<file path="src/rtl/seq_pkg.sv">
package seq_pkg;
   typedef enum logic [1:0] {
      ACU_AND  = 2'd0,
      ACU_ADD  = 2'd1,
      ACU_LOAD = 2'd2
   } acu_op_t;

   localparam int NSTEP = 7;
   localparam int OP_AND = 0;
   localparam int OP_ADD = 1;
   localparam int OP_LDA = 2;
   localparam int OP_STA = 3;
   localparam int OP_BUN = 4;
   localparam int OP_BSA = 5;
   localparam int OP_ISZ = 6;
   localparam int OP_EXT = 7;
endpackage

</file>
<file path="src/rtl/seq_step_ctr.sv">
module seq_step_ctr #(
   parameter int SW = 3
) (
   input  logic          clk,
   input  logic          rst,
   input  logic          two_cyc,
   input  logic          fin,
   output logic [SW-1:0] step,
   output logic          ph
);
   always_ff @(posedge clk) begin
      if (rst) begin
         step <= '0;
         ph   <= 1'b0;
      end else if (two_cyc && !ph) begin
         ph <= 1'b1;
      end else begin
         ph   <= 1'b0;
         step <= fin ? '0 : step + 1'b1;
      end
   end
endmodule

</file>
<file path="src/rtl/seq_op_decode.sv">
module seq_op_decode #(
   parameter int OPW = 3,
   localparam int NDEC = 1 << OPW
) (
   input  logic [OPW-1:0]  op,
   output logic [NDEC-1:0] lines
);
   for (genvar g = 0; g < NDEC; g++) begin : g_line
      assign lines[g] = (op == OPW'(g));
   end
endmodule

</file>
<file path="src/rtl/instr_seq.sv">
module instr_seq
   import seq_pkg::*;
#(
   parameter int AW  = 12,
   parameter int DW  = 16,
   parameter int OPW = 3,
   parameter int SW  = 3
) (
   input  logic                clk,
   input  logic                rst,
   output logic [AW-1:0]       mem_addr,
   output logic                mem_rd,
   output logic                mem_wr,
   output logic [DW-1:0]       mem_wdata,
   input  logic [DW-1:0]       mem_rdata,
   input  logic [DW-1:0]       ac_in,
   output logic                acu_req,
   output logic [1:0]          acu_op,
   output logic [DW-1:0]       acu_opnd,
   output logic                disp_valid,
   output logic                disp_ind,
   output logic [AW-1:0]       disp_field,
   output logic [(1<<OPW)-1:0] dec_o,
   output logic [AW-1:0]       pc_o,
   output logic [SW-1:0]       step_o
);
   localparam int NDEC  = 1 << OPW;
   localparam int PADW  = DW - AW;
   localparam int OPLSB = DW - 1 - OPW;

   if (DW < AW + OPW + 1) begin : g_bad_width
      $error("instr_seq: data width cannot hold flag, opcode and address");
   end
   if (OPW != 3) begin : g_bad_opw
      $error("instr_seq: opcode field must be three bits");
   end
   if ((1 << SW) < NSTEP) begin : g_bad_sw
      $error("instr_seq: step counter too narrow");
   end

   logic [AW-1:0]    pc_q, ar_q;
   logic [DW-1:0]    ir_q, dr_q;
   logic             ind_q;
   logic [SW-1:0]    step;
   logic             ph;
   logic [NDEC-1:0]  dl;
   logic [NSTEP-1:0] ts;
   logic             mref_rd, rd_step, fin, cap;

   seq_op_decode #(.OPW(OPW)) u_dec (
      .op    (ir_q[OPLSB +: OPW]),
      .lines (dl)
   );

   for (genvar k = 0; k < NSTEP; k++) begin : g_ts
      assign ts[k] = (step == SW'(k));
   end

   assign mref_rd = dl[OP_AND] | dl[OP_ADD] | dl[OP_LDA] | dl[OP_ISZ];
   assign rd_step = ts[1] | (ts[3] & ~dl[OP_EXT] & ind_q) | (ts[4] & mref_rd);
   assign fin     = (ts[3] & dl[OP_EXT])
                  | (ts[4] & (dl[OP_STA] | dl[OP_BUN]))
                  | (ts[5] & (dl[OP_AND] | dl[OP_ADD] | dl[OP_LDA] | dl[OP_BSA]))
                  | ts[6];
   assign cap     = rd_step & ph;

   seq_step_ctr #(.SW(SW)) u_ctr (
      .clk     (clk),
      .rst     (rst),
      .two_cyc (rd_step),
      .fin     (fin),
      .step    (step),
      .ph      (ph)
   );

   assign mem_addr = ar_q;
   assign mem_rd   = rd_step & ~ph;
   assign mem_wr   = (ts[4] & (dl[OP_STA] | dl[OP_BSA])) | (ts[6] & dl[OP_ISZ]);

   always_comb begin
      if (dl[OP_STA])      mem_wdata = ac_in;
      else if (dl[OP_BSA]) mem_wdata = {{PADW{1'b0}}, pc_q};
      else                 mem_wdata = dr_q;
   end

   assign acu_req  = ts[5] & (dl[OP_AND] | dl[OP_ADD] | dl[OP_LDA]);
   assign acu_op   = dl[OP_ADD] ? ACU_ADD : (dl[OP_LDA] ? ACU_LOAD : ACU_AND);
   assign acu_opnd = dr_q;

   assign disp_valid = ts[3] & dl[OP_EXT];
   assign disp_ind   = ind_q;
   assign disp_field = ir_q[AW-1:0];

   always_ff @(posedge clk) begin
      if (rst) begin
         pc_q  <= '0;
         ar_q  <= '0;
         ir_q  <= '0;
         dr_q  <= '0;
         ind_q <= 1'b0;
      end else begin
         if (ts[0]) ar_q <= pc_q;
         if (ts[1] && ph) begin
            ir_q <= mem_rdata;
            pc_q <= pc_q + 1'b1;
         end
         if (ts[2]) begin
            ar_q  <= ir_q[AW-1:0];
            ind_q <= ir_q[DW-1];
         end
         if (ts[3] && cap) ar_q <= mem_rdata[AW-1:0];
         if (ts[4]) begin
            if (cap)        dr_q <= mem_rdata;
            if (dl[OP_BUN]) pc_q <= ar_q;
            if (dl[OP_BSA]) ar_q <= ar_q + 1'b1;
         end
         if (ts[5]) begin
            if (dl[OP_BSA]) pc_q <= ar_q;
            if (dl[OP_ISZ]) dr_q <= dr_q + 1'b1;
         end
         if (ts[6] && dr_q == '0) pc_q <= pc_q + 1'b1;
      end
   end

   assign dec_o  = dl;
   assign pc_o   = pc_q;
   assign step_o = step;
endmodule

</file>
<file path="config.mk">
export PLATFORM = sky130hd
export DESIGN_NAME = instr_seq
export DESIGN_NICKNAME = d
export VERILOG_FILES = /design/src/rtl/seq_pkg.sv /design/src/rtl/seq_step_ctr.sv /design/src/rtl/seq_op_decode.sv /design/src/rtl/instr_seq.sv
export SDC_FILE = /design/constraint.sdc
export NUM_CORES = 1
export LEC_CHECK = 0
export BUFFER_PORTS_ARGS = -buffer_cell sky130_fd_sc_hd__buf_2
export CORE_MARGIN = 5
export CORE_UTILIZATION = 47
export CTS_CLUSTER_SIZE = 25
export DETAILED_ROUTE_END_ITERATION = 10
export GPL_TIMING_DRIVEN = 0
export PLACE_DENSITY = 0.77
export REMOVE_ABC_BUFFERS = 1
export SETUP_SLACK_MARGIN = 0.3
export SYNTH_ARGS = -nofsm -noshare
export SYNTH_HDL_FRONTEND = slang
export SYNTH_SLANG_ARGS = --single-unit
</file>
<file path="constraint.sdc">
create_clock -name clk -period 2.2 [get_ports clk]
set_clock_uncertainty 0.1 [all_clocks]
set_input_delay 0.44 -clock clk [delete_from_list [all_inputs] [get_ports clk]]
set_output_delay 0.44 -clock clk [all_outputs]
set_load 0.1 [all_outputs]
</file>
* After elaboration in Yosys (flattened, before gate mapping)
Index checks and enable logic that the tools add are counted.
** Word-level totals
- Flip-flop bits (word level) :: 61
- Bits in latches :: 0
- Bits in writable memories :: 0
- Memory bits (read-only) :: 0
- Bits of input ports :: 34
- Output and inout port bits :: 86
- Memories :: 0
** Operators by class
- Add/subtract/negate cells :: 4
- $mul :: 0
- Div/mod/pow operators :: 0
- Magnitude comparators :: 0
- Equality and inequality tests :: 13
- Shift operators :: 0
- Mux-type cells :: 21
- Bitwise logic cells :: 25
- Reduce and logical (&&, ||, !) cells :: 8
** Operators with widths (number)
- two-way mux 12 bit :: 11
- two-way mux 16 bit :: 6
- adder 12 x 1 -> 12 bit (second input constant) :: 2
- == test 3 bit (second input constant) :: 7
- adder 16 x 1 -> 16 bit (second input constant) :: 1
- zero test 16 bit :: 1
- == test 3 x 2 -> 1 bit (second input constant) :: 4
- OR 1 bit :: 12
- bitwise AND 1 bit :: 11
- == test 3 x 1 -> 1 bit (second input constant) :: 2
- zero test 3 bit :: 2
- logical AND 1 bit :: 4
- two-way mux 2 bit :: 2
- adder 3 x 1 -> 3 bit (second input constant) :: 1
- two-way mux 3 bit :: 1
- NOT 1 bit :: 2
- zero test 1 bit :: 1
- two-way mux 1 bit :: 1

* Longest topological paths before layout
- Depth in word-level cells :: 11
- Mapped depth :: 10
- Depth with buffers taken out :: 8

* Hierarchy
Synthesis repeated with hierarchy kept, for this count alone.
** Unflattened totals
- Cell total of the unflattened synthesis :: 582
- Area total of the unflattened synthesis :: 4326.6 µm²
** Modules (own cells, without submodules)
- instr_seq :: times used 1, cells an instance 556, area each 4086.4 µm²
- seq_step_ctr :: times used 1, cells an instance 18, area each 175.2 µm²
- seq_op_decode :: times used 1, cells an instance 8, area each 65.1 µm²

* Worst setup path after synthesis
OpenSTA, ideal clock, no wires.
- Kind :: flip-flop to output port
- From :: register u_ctr.step[2]
- To :: output acu_req
- Data arrival time :: 3.634 ns
- Data required time :: 1.660 ns
- Slack :: -1.974 ns
- Cell stages (with the launch flop) :: 5
- Path buffers :: 2
- Path through :: dfxtp_1 -> buf_4 -> clkbuf_1 -> nand2_1 -> nor3_1
** On the way
- Word-level cells in the longest chain between the ends :: 2
** RTL lines
- start: declaration :: RTL line seq_step_ctr.sv:8 : output logic [SW-1:0] step,
- start signal: assignment :: RTL line seq_step_ctr.sv:19 : step <= fin ? '0 : step + 1'b1;
- == test 3 bit :: RTL line instr_seq.sv:56 : assign ts[k] = (step == SW'(k));
- bitwise AND 1 bit :: RTL line instr_seq.sv:86 : assign acu_req = ts[5] & (dl[OP_AND] | dl[OP_ADD] | dl[OP_LDA]);
- end: declaration :: RTL line instr_seq.sv:17 : output logic acu_req,
No other way between the ends.

* Final worst setup path
- From :: register ir_q[14]
- To :: output mem_wdata[2]
** On the way
- Word-level cells in the longest chain between the ends :: 3
- Elaborated cells between the ends (all ways) :: 4
** RTL lines
- start: declaration :: RTL line instr_seq.sv:42 : logic [DW-1:0] ir_q, dr_q;
- start signal: assignment :: RTL line instr_seq.sv:104 : ir_q <= mem_rdata;
- == test 3 bit :: RTL line seq_op_decode.sv:9 : assign lines[g] = (op == OPW'(g));
- two-way mux 16 bit :: RTL line instr_seq.sv:82 : else if (dl[OP_BSA]) mem_wdata = {{PADW{1'b0}}, pc_q};
- two-way mux 16 bit * :: RTL line instr_seq.sv:81 : if (dl[OP_STA]) mem_wdata = ac_in;
- end: declaration :: RTL line instr_seq.sv:14 : output logic [DW-1:0] mem_wdata,
Every way passes the cells marked *; elsewhere a longest branch is shown, timed or not.

==> metrics.txt <==
First-pass DRT Iterations=7; failing checks=setup timing; Slew @ Worst Pin=0.606 ns; core area=8300 um^2; Setup Viol. Count Final=34; Compound-Gate Fraction of Synth Area=23.5%; largest family of logic cells by synthesized area=simple AND/OR/NAND/NOR gates; root buf cell=clkbuf_8; Design Power=0.00511 W; drc violations=0; CP startpoint kind=flop; Clock Latency Late Sink=0.35 ns; synthesized instance count=532; Clock Path Buffers=2; Synth Area in XOR/XNOR=3.04%; GPL Wtd Cong=0.923; met3 Use GR=7.92%; Chip Width=103 um; grt met1 use=39.3%; top-count cell post-synth=nand2_1; vias in the first global route=4946; layout cells sized above 1=53.5%; worst slew margin relative to its limit=59.6%; Synth cell types=66; most used routing layer=met2; Via density=6.80; Rows=33; worst hold path class=input port to flop; Inserted Clock Buffers=9; slack of the critical path=-0.199 ns; layout net count=748; All-Layer GR Usage=32.1%; number of synthesized flops with an enable pin=0; DRT iter0 DRCs=801; worst path required time=1.66 ns; Fin. Hold Viols=0; DP HPWL=9500 um; I/O Pins=120; Syn-to-layout area delta=73.4%; part of the cycle the worst path needs=109%; unrepaired setup endpoints after global routing=yes; Core Util, Final=84.2%; post-synth top area share=30.3%; adder-cell area share of the yosys netlist=2.79%; TritonCTS clock tree=done; status=finished, violations left; register area=1260 um^2; synth top area cells=dfxtp_1 (30%), nand2_1 (9.1%), a22oi_1 (4.7%), o21ai_0 (3.6%), a21oi_1 (3.5%); Synth area leader=dfxtp_1; Leak Pwr=2.84 nW; CP max FO=14; Clock Pin Slew Worst Setup and Hold Paths=0.08 ns; GRT overflow=0; largest net degree at the start of global routing=44; DR vias=5545; post-synthesis mux area share=3.82%; Starting Density=48.6%; ys flop type=dfxtp_1; Synth async-reset ratio=0%; power density over the cells=731 nW/um^2; WL per Instance=25.4 um; minimum clock period=2.40 ns; H-Tree Level Count=3; VDD IR max=0.00103 V; Syn Area/Cell=7.58 um^2; Final Cell Area=6990 um^2; Die H=103 um; Placed Area=4470 um^2; Post-synth top cells=nand2_1 (98), dfxtp_1 (61), nor2_1 (36); Synth warnings=0; Setup TNS=-2.73 ns; Synth Area in Simple Gates=28.2%; cell area after synthesis=4030 um^2; total wire length=20700 um; Setup Crit Path Kind=flop to primary output; Crit path arrival time=1.86 ns; fillcell total=431; register area share after synthesis=30.3%; TritonCTS Sinks=61; max-cap viol count=0; Max Freq=417 MHz; met2 usage=53.0%; first-pass GRT wire length=26100 um; post-route antenna net violation count=0; Critical Path Sink Type=primary output; Multi-input gate area=3250 um^2; max-slew violations=0; Port Buffer Count=119; antenna violations before repair=0; Hold WS=0.256 ns; post-synthesis sequential element count=61; total die area=10500 um^2; ant diodes=0
per-layer routing:
layer | wire (um) | part of all wire [%] | up-vias
met5 | 0 | 0 | -
met4 | 1680 | 8.1 | 0
met3 | 2440 | 12 | 173
met2 | 9630 | 47 | 534
met1 | 6940 | 34 | 2576
li1 | - | - | 2262
placed cells by master (no fill, tap or decap), drive strengths merged, types with 2 or more instances in the layout:
master and count:
a211oi 3, nor4b 2, a21oi 29, clkbuf 20, nor2 37, xnor2 7
clkinv 2, nand3 19, or3 2, a21o 2, a22oi 25, o21ai 30
a31oi 7, bufinv 2, nand2b 3, ha 9, nor4 5, a311oi 3
nand2 100, dfxtp 61, a22o 5, mux2i 12, o22ai 14, xor2 7
a2111oi 4, nand4 5, mux2 3, nor3 16, buf 201, a32oi 2
clkinvlp 3, and3 19, and4 3, and2 4, nor2b 4, a221oi 10
nor3b 7, inv 12
path summary, 6_finish.rpt:
path	start	endpoint	slack [ns]	depth (start not counted)
hold / removal	mem_rdata[8]	ir_q[8]$_SDFFE_PP0P_	0.26	3
setup / recovery	ir_q[14]$_SDFFE_PP0P_	mem_wdata[2]	-0.20	7
setup reg to reg	ir_q[12]$_SDFFE_PP0P_	acu_opnd[14]$_SDFF_PP0_	-0.17	8
hold reg to reg	ir_q[10]$_SDFFE_PP0P_	ir_q[10]$_SDFFE_PP0P_	0.39	2
sequential cells by signal, summed over array words and instances (netlist names):
signal / count
acu_opnd: 16
ir_q: 16
mem_addr: 12
pc_o: 12
u_ctr.step: 3
disp_ind: 1
u_ctr.ph: 1
power breakdown:
part           switching (W)  internal (W)  total [W]
Sequential          0.000162       0.00119    0.00135
Clock               0.000522      0.000641    0.00116
Combinational        0.00161      0.000996    0.00260
per-stage QoR:
stage               worst slack (ns)  std cells
finish                        -0.199        815
global route                  -0.216        815
CTS                          -0.0686        781
detailed placement             -1.09        703
global placement               -1.05        703
floorplan                      -3.16        479
layout make-up:
cell class | count | area share (%)
clock buffers | 9 | 1.77
well taps | 105 | 1.88
repair buffers | 212 | 29.5
flip-flops and latches | 61 | 18.0
inverters | 12 | 0.877
multi-input cells | 409 | 46.5
clock inverters | 7 | 1.40
what timing repair did:
item	in CTS	in global routing
gates resized for setup	299	88
gates cloned	2	1
endpoints found under the hold margin	0	0
hold buffers	0	0
pin swaps	55	41
setup endpoints to repair	96	86
setup buffers	60	33
cells by family after synthesis:
kind of cell | after synthesis
compound gates | 140
xor+xnor | 14
flops | 61
simple gates | 228
fa+ha+maj | 9
mux | 15
buf+inv | 65
critical path, cell delays in order, from the launching register on:
cell and delay [ns]:
dfxtp_4 0.35, nor2b_4 0.14, nand2_2 0.10, clkinvlp_4 0.17, buf_12 0.20, a22oi_1 0.22
nand2_2 0.14, buf_12 0.19
Power figures use the tool's default switching activity.
